<file path="src/rtl/cmdq_pkg.sv">
package cmdq_pkg;
  typedef enum logic [3:0] {
    K_NONE, K_STATUS, K_CTRL, K_PERF, K_TOKEN, K_BBOX, K_SLOT, K_METRIC, K_VTX
  } kind_e;

  typedef struct packed {
    kind_e      kind;
    logic [2:0] idx;
    logic       hi;
  } dec_t;

  localparam int unsigned NSLOT = 8;
  localparam logic [2:0] SLOT_BASE = 3'd0;
  localparam logic [2:0] SLOT_END  = 3'd1;
  localparam logic [2:0] SLOT_HIWM = 3'd2;
  localparam logic [2:0] SLOT_LOWM = 3'd3;
  localparam logic [2:0] SLOT_DIST = 3'd4;
  localparam logic [2:0] SLOT_WP   = 3'd5;
  localparam logic [2:0] SLOT_RP   = 3'd6;
  localparam logic [2:0] SLOT_BP   = 3'd7;

  function automatic logic slot_aligned(input logic [2:0] s);
    return !(s == SLOT_HIWM || s == SLOT_LOWM);
  endfunction
endpackage

</file>
<file path="src/rtl/cmdq_decode.sv">
module cmdq_decode #(
  parameter int unsigned AW         = 12,
  parameter int unsigned NUM_METRIC = 14
) (
  input  logic [AW-1:0]   addr_i,
  output cmdq_pkg::dec_t  dec_o
);
  import cmdq_pkg::*;
  localparam logic [AW-6:0] MET_PAGE = (AW-5)'(2);

  always_comb begin
    dec_o = '{kind: K_NONE, idx: 3'd0, hi: 1'b0};
    if (!addr_i[0]) begin
      if (addr_i[AW-1:6] == '0) begin
        if (addr_i[5]) begin
          dec_o.kind = K_SLOT;
          dec_o.idx  = addr_i[4:2];
          dec_o.hi   = addr_i[1];
        end else if (addr_i[4]) begin
          if (!addr_i[3]) begin
            dec_o.kind = K_BBOX;
            dec_o.idx  = {1'b0, addr_i[2:1]};
          end
        end else if (!addr_i[3]) begin
          case (addr_i[2:1])
            2'd0:    dec_o.kind = K_STATUS;
            2'd1:    dec_o.kind = K_CTRL;
            2'd2:    dec_o.kind = K_PERF;
            default: dec_o.kind = K_NONE;
          endcase
        end else if (addr_i[2:1] == 2'd3) begin
          dec_o.kind = K_TOKEN;
        end
      end else if (addr_i[AW-1:5] == MET_PAGE) begin
        if (32'(addr_i[4:1]) < NUM_METRIC)       dec_o.kind = K_METRIC;
        else if (32'(addr_i[4:1]) == NUM_METRIC) dec_o.kind = K_VTX;
      end
    end
  end
endmodule

</file>
<file path="src/rtl/cmdq_split_reg.sv">
module cmdq_split_reg #(
  parameter int unsigned    DW      = 16,
  parameter logic [DW-1:0]  LO_MASK = '1
) (
  input  logic            clk_i,
  input  logic            rst_ni,
  input  logic            we_lo_i,
  input  logic            we_hi_i,
  input  logic [DW-1:0]   wdata_i,
  output logic [2*DW-1:0] q_o
);
  always_ff @(posedge clk_i or negedge rst_ni) begin
    if (!rst_ni) begin
      q_o <= '0;
    end else begin
      if (we_lo_i) q_o[DW-1:0]    <= wdata_i & LO_MASK;
      if (we_hi_i) q_o[2*DW-1:DW] <= wdata_i;
    end
  end
endmodule

</file>
<file path="src/rtl/cmdq_ring_dist.sv">
module cmdq_ring_dist #(
  parameter int unsigned PW    = 32,
  parameter int unsigned SLACK = 32
) (
  input  logic [PW-1:0] base_i,
  input  logic [PW-1:0] lim_i,
  input  logic [PW-1:0] wp_i,
  input  logic [PW-1:0] rp_i,
  output logic [PW-1:0] dist_o
);
  // wrapped: consumer tail to end, plus producer head from base, plus one line
  assign dist_o = (wp_i >= rp_i) ? (wp_i - rp_i)
                                 : (lim_i - rp_i + wp_i - base_i + PW'(SLACK));
endmodule

</file>
<file path="src/rtl/cmdq_regfile.sv">
module cmdq_regfile #(
  parameter int unsigned AW         = 12,
  parameter int unsigned DW         = 16,
  parameter int unsigned ALIGN_BITS = 5,
  parameter int unsigned NUM_METRIC = 14,
  parameter int unsigned VTX_CLKS   = 4,
  parameter int unsigned WRAP_SLACK = 32
) (
  input  logic            clk_i,
  input  logic            rst_ni,
  input  logic            req_i,
  input  logic            we_i,
  input  logic [AW-1:0]   addr_i,
  input  logic [DW-1:0]   wdata_i,
  input  logic [DW-1:0]   status_i,
  input  logic [4*DW-1:0] bbox_i,
  output logic [DW-1:0]   rdata_o,
  output logic            rvalid_o,
  output logic            err_o,
  output logic            pipe_rst_o,
  output logic            buf_rst_o
);
  import cmdq_pkg::*;
  localparam int unsigned   PW         = 2 * DW;
  localparam logic [DW-1:0] ALIGN_MASK = {DW{1'b1}} << ALIGN_BITS;

  dec_t dec;
  cmdq_decode #(.AW(AW), .NUM_METRIC(NUM_METRIC)) u_dec (.addr_i(addr_i), .dec_o(dec));

  logic wr, rd, slot_wr;
  assign wr      = req_i && we_i;
  assign rd      = req_i && !we_i;
  assign slot_wr = wr && dec.kind == K_SLOT;

  logic [PW-1:0] slot_q [NSLOT];
  for (genvar s = 0; s < NSLOT; s++) begin : g_slot
    cmdq_split_reg #(
      .DW(DW),
      .LO_MASK(slot_aligned(3'(s)) ? ALIGN_MASK : {DW{1'b1}})
    ) u_reg (
      .clk_i(clk_i), .rst_ni(rst_ni),
      .we_lo_i(slot_wr && dec.idx == 3'(s) && !dec.hi),
      .we_hi_i(slot_wr && dec.idx == 3'(s) &&  dec.hi),
      .wdata_i(wdata_i), .q_o(slot_q[s])
    );
  end

  logic [PW-1:0] safe_rp_q, dist_live;
  logic [DW-1:0] ctrl_q, token_q;
  logic          rp_hi_wr, dist_hi_wr;
  logic [PW-1:0] dist_new;
  assign rp_hi_wr   = slot_wr && dec.idx == SLOT_RP   && dec.hi;
  assign dist_hi_wr = slot_wr && dec.idx == SLOT_DIST && dec.hi;
  assign dist_new   = {wdata_i, slot_q[SLOT_DIST][DW-1:0]};

  always_ff @(posedge clk_i or negedge rst_ni) begin
    if (!rst_ni) begin
      safe_rp_q <= '0;
      ctrl_q    <= '0;
      token_q   <= '0;
    end else begin
      if (rp_hi_wr) safe_rp_q <= {wdata_i, slot_q[SLOT_RP][DW-1:0]};
      if (wr && dec.kind == K_CTRL)  ctrl_q  <= wdata_i;
      if (wr && dec.kind == K_TOKEN) token_q <= wdata_i;
    end
  end

  cmdq_ring_dist #(.PW(PW), .SLACK(WRAP_SLACK)) u_dist (
    .base_i(slot_q[SLOT_BASE]), .lim_i(slot_q[SLOT_END]),
    .wp_i(slot_q[SLOT_WP]), .rp_i(safe_rp_q), .dist_o(dist_live)
  );

  logic [DW-1:0] rd_val;
  logic [PW-1:0] word;
  logic          illegal;
  always_comb begin
    rd_val  = '0;
    illegal = 1'b0;
    word    = slot_q[dec.idx];
    if (dec.idx == SLOT_RP)   word = safe_rp_q;
    if (dec.idx == SLOT_DIST) word = dist_live;
    case (dec.kind)
      K_STATUS: begin rd_val = status_i; illegal = we_i; end
      K_CTRL:   rd_val = ctrl_q;
      K_PERF:   illegal = !we_i;
      K_TOKEN:  rd_val = token_q;
      K_BBOX:   begin rd_val = bbox_i[32'(dec.idx[1:0]) * DW +: DW]; illegal = we_i; end
      K_SLOT:   rd_val = dec.hi ? word[PW-1:DW] : word[DW-1:0];
      K_METRIC: illegal = we_i;
      K_VTX:    begin rd_val = DW'(VTX_CLKS); illegal = we_i; end
      default:  illegal = 1'b1;
    endcase
  end

  always_ff @(posedge clk_i or negedge rst_ni) begin
    if (!rst_ni) begin
      rdata_o    <= '0;
      rvalid_o   <= 1'b0;
      err_o      <= 1'b0;
      pipe_rst_o <= 1'b0;
      buf_rst_o  <= 1'b0;
    end else begin
      rvalid_o   <= req_i;
      rdata_o    <= (rd && !illegal) ? rd_val : '0;
      err_o      <= req_i && illegal;
      buf_rst_o  <= dist_hi_wr;
      pipe_rst_o <= dist_hi_wr && dist_new == '0;
    end
  end
endmodule

</file>
<file path="config.mk">
export PLATFORM = sky130hd
export DESIGN_NAME = cmdq_regfile
export DESIGN_NICKNAME = d
export VERILOG_FILES = /design/src/rtl/cmdq_pkg.sv /design/src/rtl/cmdq_decode.sv /design/src/rtl/cmdq_split_reg.sv /design/src/rtl/cmdq_ring_dist.sv /design/src/rtl/cmdq_regfile.sv
export SDC_FILE = /design/constraint.sdc
export NUM_CORES = 1
export LEC_CHECK = 0
export ABC_AREA = 1
export BUFFER_PORTS_ARGS = -buffer_cell sky130_fd_sc_hd__buf_2
export CAP_MARGIN = 5
export CORE_MARGIN = 2
export CORE_UTILIZATION = 63
export DETAILED_ROUTE_END_ITERATION = 6
export PLACE_DENSITY = 0.88
export SYNTH_ARGS = -nofsm -noshare
export SYNTH_HDL_FRONTEND = slang
export SYNTH_HIERARCHICAL = 1
export SYNTH_SLANG_ARGS = --single-unit
export TNS_END_PERCENT = 100
</file>
<file path="constraint.sdc">
create_clock -name clk_i -period 4.1 [get_ports clk_i]
set_clock_uncertainty 0.1 [all_clocks]
set_input_delay 0.615 -clock clk_i [delete_from_list [all_inputs] [get_ports clk_i]]
set_output_delay 0.615 -clock clk_i [all_outputs]
set_load 0.03 [all_outputs]
</file>
Word-level counts from Yosys, hierarchy flattened
Cells that the tools add are included.
{ "word_totals": {"output_inout_bits": 20, "wordCells": 119, "ff_bits": 305, "input_bits": 112} }
{ "op_classes": {"bitwise_logic": 1, "n_eq_ne": 20, "reduce_logical": 41, "magnitude_cmp": 3, "n_mux": 24, "n_shift": 1, "add_sub_neg": 5} }
{ "op_table": {"columns": ["operator", "count"], "rows": [
  ["32-bit two-way mux", 5],
  ["32-bit binary-select mux with 3-bit select", 1],
  ["16-bit one-hot mux with 6 select lines", 1],
  ["32-bit subtractor", 3],
  ["64-bit by 7-bit variable part select with 16-bit output", 1],
  ["32-bit adder", 1],
  ["32-bit by 6-bit adder with 32-bit output, second input constant", 1],
  ["32-bit >= comparator", 1],
  ["1-bit logical AND", 32],
  ["32-bit logical NOT", 1],
  ["16-bit two-way mux", 2],
  ["4-bit two-way mux", 6],
  ["4-bit by 3-bit equality test with 1-bit output, second input constant", 4],
  ["3-bit equality test, second input constant", 4],
  ["3-bit two-way mux", 3],
  ["4-bit by 2-bit equality test with 1-bit output, second input constant", 2],
  ["4-bit equality test, second input constant", 2],
  ["8-bit two-way mux", 1],
  ["7-bit by 2-bit equality test with 1-bit output, second input constant", 1],
  ["7-bit two-way mux", 1],
  ["3-bit by 2-bit equality test with 1-bit output, second input constant", 2],
  ["6-bit logical NOT", 1],
  ["6-bit two-way mux", 1],
  ["2-bit one-hot mux with 3 select lines", 1],
  ["14 further kinds", 17]
]} }

Longest topological paths before layout
{ "depth": {"depth_word": 16, "mapped_depth": 26, "mapped_depth_nobuf": 25} }

By module
The synthesis kept the hierarchy.
{ "by_module_without_submodules": {"columns": ["mod", "cells_each", "area_per_inst_um2", "instances"], "rows": [
  ["cmdq_ring_dist", 1323, 7263.2, 1],
  ["cmdq_regfile", 1237, 7113.1, 1],
  ["cmdq_split_reg (g_slot[0].u_reg ...)", 121, 1098.6, 6],
  ["cmdq_split_reg (g_slot[2].u_reg ...)", 136, 1246.2, 2],
  ["cmdq_decode", 51, 282.8, 1]
]} }

Worst setup path before layout
OpenSTA, ideal clock, no wires.
{ "synth_path": {"path_kind": "flip-flop to flip-flop", "from": "register safe_rp_q[4] (netlist name)", "to": "register rdata_o[3]", "arrival_ps": 3227, "required_ps": 3864, "setup_slack_ps": 637, "setup_time_ps": 136, "stages_incl_launch_ff": 24, "synth_period_minus_slack_ps": 3463, "path_cell_list": "dfrtp_1 fa_1 inv_1 fa_1 fa_1 ha_1 nand2_1 inv_1 nand2_1 nand3_1 nand2_1 nand2_1 nand2_1 nand2_1 nand2_1 nand2_1 nand2_1 nand2_1 a21oi_1 nand2_1 nand3_1 nand2_1 nand2_1 a21oi_1"} }
{ "synth_lines": {"columns": ["item", "line", "rtl"], "rows": [
  ["end signal, assigned", "cmdq_regfile.sv:104", "rdata_o <= (rd && !illegal) ? rd_val : '0;"],
  ["end, declared", "cmdq_regfile.sv:17", "output logic [DW-1:0] rdata_o,"]
]} }

Final worst setup path
{ "layout_path": {"from": "register g_slot[0].u_reg.q_o[7]", "to": "register rdata_o[6]"} }
{ "layout_via": {"elab_chain_cells": 7} }
{ "layout_lines": {"columns": ["item", "line", "rtl"], "rows": [
  ["start, declared", "cmdq_split_reg.sv:10", "output logic [2*DW-1:0] q_o"],
  ["start signal, assigned by index", "cmdq_split_reg.sv:16", "if (we_lo_i) q_o[DW-1:0] <= wdata_i & LO_MASK;"],
  ["start signal, assigned by index", "cmdq_split_reg.sv:17", "if (we_hi_i) q_o[2*DW-1:DW] <= wdata_i;"],
  ["32-bit subtractor", "cmdq_ring_dist.sv:13", ": (lim_i - rp_i + wp_i - base_i + PW'(SLACK));"],
  ["32-bit by 6-bit adder with 32-bit output", "cmdq_ring_dist.sv:13", null],
  ["32-bit two-way mux", "cmdq_ring_dist.sv:12", "assign dist_o = (wp_i >= rp_i) ? (wp_i - rp_i)"],
  ["via dist_live[22]", "cmdq_regfile.sv:48", "logic [PW-1:0] safe_rp_q, dist_live;"],
  ["32-bit two-way mux", "cmdq_regfile.sv:81", "if (dec.idx == SLOT_DIST) word = dist_live;"],
  ["16-bit two-way mux", "cmdq_regfile.sv:88", "K_SLOT: rd_val = dec.hi ? word[PW-1:DW] : word[DW-1:0];"],
  ["16-bit one-hot mux with 6 select lines", "cmdq_regfile.sv:82", "case (dec.kind)"],
  ["16-bit two-way mux", "cmdq_regfile.sv:104", null]
]} }
The timed path passes the listed nets, and every way through them passes these cells.
A chain may end at the register's enable or synchronous reset.

==> impl_results.md <==
- Arrival time worst endpoint: 4.40 ns
- Grt ovf: 0
- # DRC: 0
- Initial core utilization: 63.59%
- Clock period minus worst slack: 3.997 ns
- Final wirelength: 76.96 mm
- RSZ-0062 raised after global routing: yes
- Num rows: 69
- Vias in the first global route: 21,010
- Final period utilization: 97.48%
- Fraction of layout cells with a size suffix above 1: 10.19%
- Core area: 0.03531 sq mm
- IO Port Bufs: 131
- VDD IR-drop max: 329.1 uV
- HP Class: in2async
- I/O Pins: 132
- Root Driver: clkbuf_16
- Total Routing Usage GR: 41.79%
- Dpl hpwl: 56.71 mm
- Critical path capture point type: register
- Violated checks: negative hold slack
- Initial antenna violation count: 0
- Slew HR: 24.55%
- Yosys warning total: 6
- 1st-iter DRT viols: 2,959
- Pre-antenna DRT Iters: 6
- Maximum operating frequency: 250.2 MHz
- Hold WS: -0.02466 ns
- Clock Latency Late Sink: 0.59 ns
- Reg2Reg Depth: 22
- CTS resizes: 0
- Die height: 192.8 microns
- Area Overhead vs Synth: 9.624%
- Post-synthesis average cell area: 6.465 sq um
- Critical Path RT: 4.51 ns
- Cells after Synth: 3,473
- Wire length per cell: 18.99 microns
- Critical path fanouts, max: 3
- Mapped cell area: 0.02245 sq mm
- H-Tree Level Count: 1
- Max-cap violations: 0
- Post-Place Cell Area: 0.02338 sq mm
- Vias per cell: 5.678
- PnR worst setup slack: 0.1034 ns
- Fin. max-slew vios: 0
- Reg2reg start: g_slot[0].u_reg/q_o[7]
- Pwr dens: 251.7 mW/mm^2
- CTS tree: yes
- Count of final hold-check violations: 21
- Largest net degree at the start of global routing: 110
- Dpl cells: 3,999
- Lkg Pwr: 0.01380 uW
- Inserted Clock Buffers: 29
- GP Congestion: 1.069
- Final setup viols: 0
- Nets: 3,840
- First-pass GRT wire length: 117.1 mm
- Status: finished, violations left
- Antenna viol nets, final: 0
- Setup bufs post-CTS: 0
- Setup WS pre-CTS: 0.1196 ns
- Total Power: 6195 uW
- Kind of critical path: reg2reg
- Worst slew pin tran: 1.131 ns
- Clock Tree Buf Depth: 3
- Non-Filler Instances: 4,053
- Crit start category: register
- CP Launch Point: g_slot[0].u_reg/q_o[7]
- Post-route cell area: 0.02461 sq mm
- Hold_buf cts: 0
- Die X: 192.8 microns
- Clock Sinks: 278
- Clk slew on worst S/H paths: 0.06 ns
- Die area: 0.03717 sq mm
- Routed vias: 23,010
metal layers:
layer  wire (microns)  up-vias  global-route usage [%]  share of wire (%)
met4             4082        0                   19.70                5.3
met3            11010      242                   13.35                 14
met2            31710     1486                   58.78                 41
li1                 -    10710                       -                  -
met1            30160    10580                   58.29                 39
met5                0        -                       0                  0
cells in the final DEF, fill, tap and decap left out, types with 12 or more instances in the layout:
| master | n |
|---|---|
| nand2_1 | 1597 |
| inv_1 | 469 |
| dfrtp_1 | 277 |
| nand3_1 | 254 |
| nor2_1 | 171 |
| buf_2 | 130 |
| a21oi_1 | 114 |
| ha_1 | 80 |
| fa_1 | 62 |
| buf_4 | 61 |
| o21ai_0 | 60 |
| nand2_2 | 33 |
| nand4_1 | 32 |
| conb_1 | 30 |
| clkbuf_16 | 29 |
| xor2_1 | 20 |
| nor2_2 | 15 |
| nor3_1 | 15 |
| ha_4 | 12 |
critical path, stage by stage, from the launching register on:
cell and delay [ns]:
dfrtp_1 0.45, fa_1 0.55, inv_1 0.05, fa_1 0.43
ha_1 0.29, ha_1 0.30, buf_4 0.12, nand2_1 0.09
nor2_1 0.19, nand3_1 0.13, nand3_2 0.14, nand3_1 0.12
nand2_1 0.08, nand2_1 0.05, nand2_1 0.05, nand2_1 0.05
nand2_1 0.06, a21oi_1 0.07, nand2_1 0.10, nand3_1 0.12
nand2_1 0.16, nand2_1 0.07, a21oi_1 0.15
power breakdown:
part / switching [uW] / internal (uW) / total [uW]
Sequential: 13.3 / 2770 / 2780
Combinational: 446 / 207 / 654
Clock: 1150 / 1610 / 2760
area by class of cell:
| cell class | instances | area, sq um |
|---|---|---|
| clock buffers | 42 | 834.6 |
| clock inverters | 11 | 153.9 |
| well taps | 461 | 576.8 |
| flip-flops and latches | 278 | 6958 |
| repair buffers | 199 | 1264 |
| inverters | 485 | 1863 |
| multi-input cells | 2576 | 12960 |
| diodes | 1 | 2.502 |
| fillers | 3024 | 10700 |
registers in the layout, summed over array words and instances (netlist names):
signal            cells
rdata_o              16
err_o                 1
g_slot.u_reg/q_o    194
pipe_rst_o            1
token_q              16
rvalid_o              1
ctrl_q               16
safe_rp_q            32
buf_rst_o             1
worst paths after layout:
path	end	slack (ns)
hold reg to reg	g_slot[2].u_reg/q_o[17]	0.37
min in group clk_i	rvalid_o	0.07
setup reg to reg	rdata_o[6]	0.10
setup / recovery	rdata_o[6]	0.10
max in group asynchronous	safe_rp_q[23]	2.96
hold / removal	g_slot[3].u_reg/q_o[0]	-0.02
metrics by stage:
| step | hold WS, ns | TNS (ns) | util (%) |
|---|---|---|---|
| 6_report | -0.02466 | 0 | 69.71 |
| 5_1_grt | 0.04612 | -0.09694 | 69.70 |
| 4_1_cts | 0.02857 | 0 | 69.01 |
| 3_5_place_dp | 0.3587 | 0 | 66.21 |
| 3_3_place_gp | 0.3530 | 0 | 66.21 |
| 2_1_floorplan | 0.2194 | 0 | - |
Note: power is estimated with default switching activity, not from simulation.
